--- src/rtl/mbox_seq_pkg.sv ---
package mbox_seq_pkg;
  // strobes from control to datapath
  typedef struct packed {
    logic load;  // capture packet, select first index
    logic step;  // move to next index in write order
  } seqCtl_t;

  typedef enum logic [1:0] {
    ST_IDLE  = 2'd0,
    ST_WRITE = 2'd1,
    ST_WAIT  = 2'd2,
    ST_FIN   = 2'd3
  } seqState_t;
endpackage

--- src/rtl/mbox_seq_dp.sv ---
module mbox_seq_dp
  import mbox_seq_pkg::*;
#(
  parameter int WORD_W    = 16,
  parameter int MAX_WORDS = 18,
  parameter int MAX_MSG   = 10,
  parameter int ADDR_W    = 16,
  parameter logic [ADDR_W-1:0] BASE_ADDR = 16'h0100,
  parameter int MLEN_W    = 4,
  localparam int LEN_W    = $clog2(MAX_WORDS + 1),
  localparam int IDX_W    = $clog2(MAX_WORDS)
) (
  input  logic                        clk,
  input  logic                        rstN,
  input  seqCtl_t                     ctl,
  input  logic                        pktMode,
  input  logic [MAX_WORDS*WORD_W-1:0] wordsIn,
  input  logic [LEN_W-1:0]            wordCount,
  input  logic [MAX_MSG*8-1:0]        msgBytes,
  input  logic [MLEN_W-1:0]           msgLen,
  input  logic [7:0]                  cmdType,
  input  logic [7:0]                  cmdCode,
  input  logic [1:0]                  burstSel,
  output logic [ADDR_W-1:0]           busAddr,
  output logic [WORD_W-1:0]           busData,
  output logic                        isLast
);
  logic [WORD_W-1:0] pkt     [MAX_WORDS];
  logic [WORD_W-1:0] dsqWord [MAX_WORDS];
  logic [LEN_W-1:0]  lenReg, newLen, effLen;
  logic [IDX_W-1:0]  idx;
  logic [MLEN_W-1:0] capLen;
  logic [WORD_W-1:0] burstWord;

  assign capLen    = (msgLen > MLEN_W'(MAX_MSG)) ? MLEN_W'(MAX_MSG) : msgLen;
  assign burstWord = burstSel[1] ? (burstSel[0] ? WORD_W'(1) : '0) : '1;
  assign effLen    = (wordCount > LEN_W'(MAX_WORDS)) ? LEN_W'(MAX_WORDS) : wordCount;
  assign newLen    = pktMode ? LEN_W'(MAX_WORDS) : effLen;

  // switch-command packet, one word per position
  for (genvar i = 0; i < MAX_WORDS; i++) begin : gDsq
    if (i == 0) begin : gHead
      assign dsqWord[i] = WORD_W'({cmdType, cmdCode});
    end else if (i == 1) begin : gTot
      assign dsqWord[i] = WORD_W'(capLen) + WORD_W'(2);
    end else if (i == 2) begin : gLen
      assign dsqWord[i] = WORD_W'(capLen);
    end else if (i == 3) begin : gBurst
      assign dsqWord[i] = burstWord;
    end else if (i - 4 < MAX_MSG) begin : gMsg
      assign dsqWord[i] = (MLEN_W'(i - 4) < capLen) ? WORD_W'(msgBytes[(i-4)*8 +: 8]) : '0;
    end else begin : gPad
      assign dsqWord[i] = '0;
    end
  end

  always_ff @(posedge clk) begin
    if (ctl.load) begin
      for (int i = 0; i < MAX_WORDS; i++)
        pkt[i] <= pktMode ? dsqWord[i] : wordsIn[i*WORD_W +: WORD_W];
    end
  end

  always_ff @(posedge clk or negedge rstN) begin
    if (!rstN) begin
      lenReg <= '0;
      idx    <= '0;
    end else if (ctl.load) begin
      lenReg <= newLen;
      idx    <= (newLen > LEN_W'(2)) ? IDX_W'(2) : IDX_W'(1);
    end else if (ctl.step) begin
      if (idx >= IDX_W'(2))
        idx <= (LEN_W'(idx) + LEN_W'(1) < lenReg) ? idx + IDX_W'(1) : IDX_W'(1);
      else
        idx <= '0;
    end
  end

  assign isLast  = (idx == '0);
  assign busAddr = BASE_ADDR + (ADDR_W'(idx) << 1);
  assign busData = (idx == IDX_W'(1) && lenReg == '0) ? '0 : pkt[idx];
endmodule

--- src/rtl/mbox_seq_ctl.sv ---
module mbox_seq_ctl
  import mbox_seq_pkg::*;
#(
  parameter int GAP_W = 8
) (
  input  logic             clk,
  input  logic             rstN,
  input  logic             start,
  input  logic [GAP_W-1:0] gapCycles,
  input  logic             isLast,
  output seqCtl_t          ctl,
  output logic             busWr,
  output logic             busy,
  output logic             done
);
  seqState_t        state;
  logic [GAP_W-1:0] gapReg, cnt;
  logic             adv;

  assign adv = (state == ST_WRITE && gapReg == '0) ||
               (state == ST_WAIT && cnt == GAP_W'(1));

  always_comb begin
    ctl.load = (state == ST_IDLE) && start;
    ctl.step = adv && !isLast;
    busWr    = (state == ST_WRITE);
    done     = (state == ST_FIN);
    busy     = (state != ST_IDLE);
  end

  always_ff @(posedge clk or negedge rstN) begin
    if (!rstN) begin
      state  <= ST_IDLE;
      gapReg <= '0;
      cnt    <= '0;
    end else begin
      case (state)
        ST_IDLE: if (start) begin
          gapReg <= gapCycles;
          state  <= ST_WRITE;
        end
        ST_WRITE: if (gapReg == '0) begin
          state <= isLast ? ST_FIN : ST_WRITE;
        end else begin
          cnt   <= gapReg;
          state <= ST_WAIT;
        end
        ST_WAIT: if (cnt == GAP_W'(1)) begin
          state <= isLast ? ST_FIN : ST_WRITE;
        end else begin
          cnt <= cnt - GAP_W'(1);
        end
        default: state <= ST_IDLE;
      endcase
    end
  end
endmodule

--- src/rtl/mbox_seq.sv ---
module mbox_seq
  import mbox_seq_pkg::*;
#(
  parameter int WORD_W    = 16,
  parameter int MAX_WORDS = 18,
  parameter int MAX_MSG   = 10,
  parameter int ADDR_W    = 16,
  parameter logic [ADDR_W-1:0] BASE_ADDR = 16'h0100,
  parameter int MLEN_W    = 4,
  parameter int GAP_W     = 8,
  localparam int LEN_W    = $clog2(MAX_WORDS + 1)
) (
  input  logic                        clk,
  input  logic                        rstN,
  input  logic                        start,
  input  logic                        pktMode,
  input  logic [MAX_WORDS*WORD_W-1:0] wordsIn,
  input  logic [LEN_W-1:0]            wordCount,
  input  logic [MAX_MSG*8-1:0]        msgBytes,
  input  logic [MLEN_W-1:0]           msgLen,
  input  logic [7:0]                  cmdType,
  input  logic [7:0]                  cmdCode,
  input  logic [1:0]                  burstSel,
  input  logic [GAP_W-1:0]            gapCycles,
  output logic [ADDR_W-1:0]           busAddr,
  output logic [WORD_W-1:0]           busData,
  output logic                        busWr,
  output logic                        busy,
  output logic                        done
);
  seqCtl_t ctl;
  logic    isLast;

  mbox_seq_ctl #(.GAP_W(GAP_W)) ctlI (
    .clk(clk), .rstN(rstN), .start(start), .gapCycles(gapCycles),
    .isLast(isLast), .ctl(ctl), .busWr(busWr), .busy(busy), .done(done)
  );

  mbox_seq_dp #(
    .WORD_W(WORD_W), .MAX_WORDS(MAX_WORDS), .MAX_MSG(MAX_MSG),
    .ADDR_W(ADDR_W), .BASE_ADDR(BASE_ADDR), .MLEN_W(MLEN_W)
  ) dpI (
    .clk(clk), .rstN(rstN), .ctl(ctl), .pktMode(pktMode), .wordsIn(wordsIn),
    .wordCount(wordCount), .msgBytes(msgBytes), .msgLen(msgLen),
    .cmdType(cmdType), .cmdCode(cmdCode), .burstSel(burstSel),
    .busAddr(busAddr), .busData(busData), .isLast(isLast)
  );
endmodule

--- config.mk ---
export PLATFORM = sky130hd
export DESIGN_NAME = mbox_seq
export DESIGN_NICKNAME = d
export VERILOG_FILES = /design/src/rtl/mbox_seq_pkg.sv /design/src/rtl/mbox_seq_dp.sv /design/src/rtl/mbox_seq_ctl.sv /design/src/rtl/mbox_seq.sv
export SDC_FILE = /design/constraint.sdc
export NUM_CORES = 1
export LEC_CHECK = 0
export BUFFER_PORTS_ARGS = -buffer_cell sky130_fd_sc_hd__buf_2
export CAP_MARGIN = 15
export CORE_MARGIN = 5
export CORE_UTILIZATION = 48
export DETAILED_ROUTE_END_ITERATION = 10
export HOLD_SLACK_MARGIN = 0.08
export MAX_ROUTING_LAYER = met4
export PLACE_DENSITY = 0.74
export SLEW_MARGIN = 10
export SYNTH_ARGS = -nofsm -noshare
export SYNTH_HDL_FRONTEND = slang
export SYNTH_SLANG_ARGS = --single-unit
--- constraint.sdc ---
create_clock -name clk -period 4.7 [get_ports clk]
set_clock_uncertainty 0.1 [all_clocks]
set_input_delay 0.47 -clock clk [delete_from_list [all_inputs] [get_ports clk]]
set_output_delay 0.47 -clock clk [all_outputs]
set_load 0.01 [all_outputs]
# == Yosys cells after proc, flatten, opt, wreduce, memory -nomap -nowiden ==
# Memories as Yosys holds them, arrays and structs flattened.
# Cells that the tools add are included.
# totals
ff_bits,28
ramBits,288
inputBits,407
word_cells,100
n_memories,1
# mem_list
memory,depth,word_bits,read_ports,rd_ports_with_merged_regs,wr,line,text
dpI.pkt,18,16,1,0,18,mbox_seq_dp.sv:28,logic [WORD_W-1:0] pkt [MAX_WORDS];
# op_classes
n_addsub,4
magnitude_cmp,15
eq_ne,9
n_mux,49
n_reduce_logical,17
# op_table
cell,n
16-bit 2-to-1 mux,20
8-bit 2-to-1 mux,12
5-bit 2-to-1 mux,6
"3-bit by 4-bit < comparator with 1-bit output, first input constant",4
8-bit one-hot mux with 2 select lines,1
"9-bit by 6-bit adder with 10-bit output, first input constant",1
5-bit logical NOT,2
2-bit 2-to-1 mux,5
"8-bit by 1-bit equality test with 1-bit output, second input constant",1
8-bit logical NOT,1
"1-bit by 4-bit < comparator with 1-bit output, first input constant",2
"2-bit by 4-bit < comparator with 1-bit output, first input constant",2
"4-bit < comparator, first input constant",2
"2-bit != test, second input constant",4
"8-bit by 1-bit subtractor with 8-bit output, second input constant",1
2-bit one-hot mux with 3 select lines,1
2-bit nonzero test,3
"4-bit by 2-bit adder with 5-bit output, second input constant",1
"5-bit by 1-bit adder with 5-bit output, second input constant",1
"5-bit by 1-bit equality test with 1-bit output, second input constant",1
"5-bit by 2-bit greater-or-equal comparator with 1-bit output, second input constant",1
"5-bit by 2-bit > comparator with 1-bit output, second input constant",1
"5-bit > comparator, second input constant",1
1-bit logical AND,5
11 further kinds,15

# == Longest topological paths before layout ==
# depth
depth_word,6
ltp_mapped,12

# == Cells and area by module ==
# Synthesis repeated with hierarchy kept, for this count alone.
# hier_totals
cells_unflattened,1115
hier_area_um2,15427.3
# modules_own_cells
module,instances,cells_per_inst,area_per_inst_um2,seq_area_each_um2
mbox_seq_dp,1,1004,14315.0,8898.5
mbox_seq_ctl,1,111,1112.3,450.4

# == Least setup slack after synthesis ==
# Ideal clock, no wire load.
# synth_path
path_kind,reg2reg
startpoint,register ctlI.state[0]
endpoint,memory dpI.pkt[0][0] (enable)
setup_time_ns,0.525
arrival_time_ns,4.395
t_required_ns,4.075
path_slack_ns,-0.320
stages_incl_launch_ff,6
path_buffers,2
path_cell_list,dfrtp_1 -> nor2_1 -> nand2_1 -> inv_1 -> clkbuf_1 -> buf_2
# synth_lines
element,line,text
"start, declared",mbox_seq_ctl.sv:16,seqState_t state;
"start signal, assigned",mbox_seq_ctl.sv:43,state <= isLast ? ST_FIN : ST_WRITE;
"start signal, assigned",mbox_seq_ctl.sv:49,state <= isLast ? ST_FIN : ST_WRITE;
"end, declared",mbox_seq_dp.sv:28,

# == Worst setup path after layout ==
# layout_path
startpoint,register dpI.idx[1]
endpoint,output port busData[14]
# layout_via
elab_chain_len,3
elab_cells_between_ends,4
cone_classes,1 x eq/ne; 1 x mux; 1 x reduce/logical; 1 x memory
# layout_lines
element,line,text
"start, declared",mbox_seq_dp.sv:31,logic [IDX_W-1:0] idx;
"start signal, assigned",mbox_seq_dp.sv:70,idx <= (newLen > LEN_W'(2)) ? IDX_W'(2) : IDX_W'(1);
"start signal, assigned",mbox_seq_dp.sv:73,idx <= (LEN_W'(idx) + LEN_W'(1) < lenReg) ? idx + IDX_W'(1) : IDX_W'(1);
"parallel branches: the longest is 2 deep, another holds memory 18 x 16 bit",-,
16-bit 2-to-1 mux *,mbox_seq_dp.sv:81,assign busData = (idx == IDX_W'(1) && lenReg == '0) ? '0 : pkt[idx];
"end, declared",mbox_seq.sv:26,"output logic [WORD_W-1:0] busData,"
# Every way passes the cells marked *.

==> out/metrics.csv <==
metric,value,unit
yosys.cell_types.count,56,
portBuffers,430,
crit_path_start_kind,flop,
start_util,48.9,%
grt_remaining_overflow,0,
fin_crit_sh,82.7,%
ys_ff_latch,316,
place.gp.congestion,0.894,
ctsHtreeMaxLevel,2,
die_w,190,um
placementRows,65,
ant_nets,0,
r2r_start,dpI.idx[0],
drt-pass1-iter-count,5,
drc,0,
synth-edff-count,288,
drt-initial-drc-count,701,
p_per_area,505,nW/um2
totalPowerFinal,9.60,mW
cts.clk_slew.worst_paths,60,ps
root_buffer,clkbuf_16,
grt_antenna_before_repair,4,
final_nets,2049,
hold_path_startpoint,wordCount[2],
worstPathRequired,4130,ps
dieArea,36000,um2
dpl.hpwl,33.9,mm
vias_per_cell,5.38,
power.leakage,7.83,nW
wl,45.1,mm
synthTopCellsByCount,"edfxtp_1 (288), nor2b_1 (173), nand2_1 (119), inv_1 (113), o21ai_0 (107)",
async_reset_ff_share,8.86,%
synth.cell_area,15500,um2
numCtsBuffers,35,
yosysMostFrequentCell,edfxtp_1,
first_global_vias,11600,
max_cap_violations,0,
rsz0062_at_grt,false,
synthFlopType,edfxtp_1,
io_pins,442,
period_needed,3890,ps
drive_gt1_share,34.9,%
worst_pin_slew,1030,ps
ys_seq_area_share,60.3,%
syn_inst,1219,
design.core.area,31700,um2
yosys-top-cells-area,"edfxtp_1 (56%), mux4_2 (8.1%), nor2b_1 (7.0%), dfrtp_1 (4.5%), o21ai_0 (3.5%)",
end_kind,primary output,
grt_pass1_wl,66.2,mm
synth_top_cell_by_area,edfxtp_1,
hold_path.class,in -> reg,
status,"finished, final reports clean",
grt_max_degree,148,
hold_viol,0,
synth_top_area_share,55.8,%
fmaxAchievable,257,MHz
tns,0,ps
cts_buffer_depth,3,
vias,11100,
grt_usage,25.2,%
avgRoutedWirePerCell,21.9,um
synthToLayoutAreaGrowth,22.8,%
slew_violations,0,
slew_headroom,31.2,%
ir_drop,427,uV
cp.arrival,3320,ps
critPathLaunch,dpI.idx[1],
critPathKind,reg -> out,
cp_max_fo,42,
postCtsHoldBufs,9,
cts_tree,yes,
yosysWarnings,0,
syn_avg_cell_area,12.7,um2
die_h,190,um
cts-resized-gates,0,
finalSetupViolCount,0,
post_cts_buffers,0,
clkLatencyLatePin,500,ps
clkSinkCount,316,
where the power goes:
| part | internal (mW) | switching (mW) |
|---|---|---|
| logic | 1.25 | 1.58 |
| registers | 3.83 | 0.392 |
| clock network | 1.49 | 1.06 |
| total | 6.57 | 3.03 |
critical path: stages, from the launching register on:
cell,delay (ps)
dfrtp_4,710
inv_1,240
ha_1,170
nor4b_1,250
nand3_1,150
o21ai_1,740
o21ai_1,330
buf_2,230
cells by family after synthesis:
family / synth area share [%]
buffers and inverters: 5.74
and+or+nand+nor: 12.1
AOI/OAI and AO/OA: 7.94
DFF: 60.3
other: 0.0485
adders and majority gates: 0.888
xor gates and xnor gates: 0.170
muxes: 12.8
metrics by stage:
step	util [%]	instance area, um2	hold WS [ps]	worst slack [ps]	instances
after floorplan	-	15500	74.4	1160	1228
after global placement	56.4	17900	408	1330	1987
after detailed placement	56.4	17900	413	1270	1987
after CTS	60.0	19000	113	750	2055
after global routing	60.0	19000	141	665	2059
final	60.0	19000	137	812	2060
cell usage in the layout (no fill, tap or decap), drive strengths merged, types with 10 or more instances in the layout:
cell,count
inv,114
dfrtp,28
mux4,56
ha,11
mux2i,43
nor2,28
o22ai,17
buf,442
o21ai,117
a22oi,11
conb,11
a211oi,10
mux2,26
edfxtp,288
clkbuf,42
a21oi,22
clkinv,13
nor2b,173
nand2,119
worst paths after layout:
path	endpoint	cells after the start	slack (ps)
max reg2reg	dpI.idx[4]	9	1720
max in group asynchronous	dpI.idx[0]	2	3550
min	dpI.lenReg[2]	3	140
min reg2reg	ctlI.gapReg[1]	2	430
max	busData[14]	7	810
min in group asynchronous	dpI.idx[3]	2	450
cell type report:
class | count | area (um2)
fillers | 2577 | 12700
flip-flops and latches | 316 | 9360
multi-input cells | 714 | 5290
repair buffers | 451 | 2390
clock buffers | 42 | 912
well taps | 402 | 503
inverters | 113 | 432
clock inverters | 17 | 131
diodes | 5 | 12.5
sequential cells by signal, summed over array words and instances (netlist names):
signal	flops
dpI.lenReg	5
dpI.pkt	288
ctlI.cnt	8
ctlI.gapReg	8
dpI.idx	5
ctlI.state	2
routing by layer:
layer	GRT usage [%]	part of all wire (%)	vias up
met5	-	0	-
met4	9.27	3.6	0
met3	4.33	6.7	80
met2	42.0	51	461
met1	31.3	39	5371
li1	-	-	5178
Power figures use the tool's default switching activity.
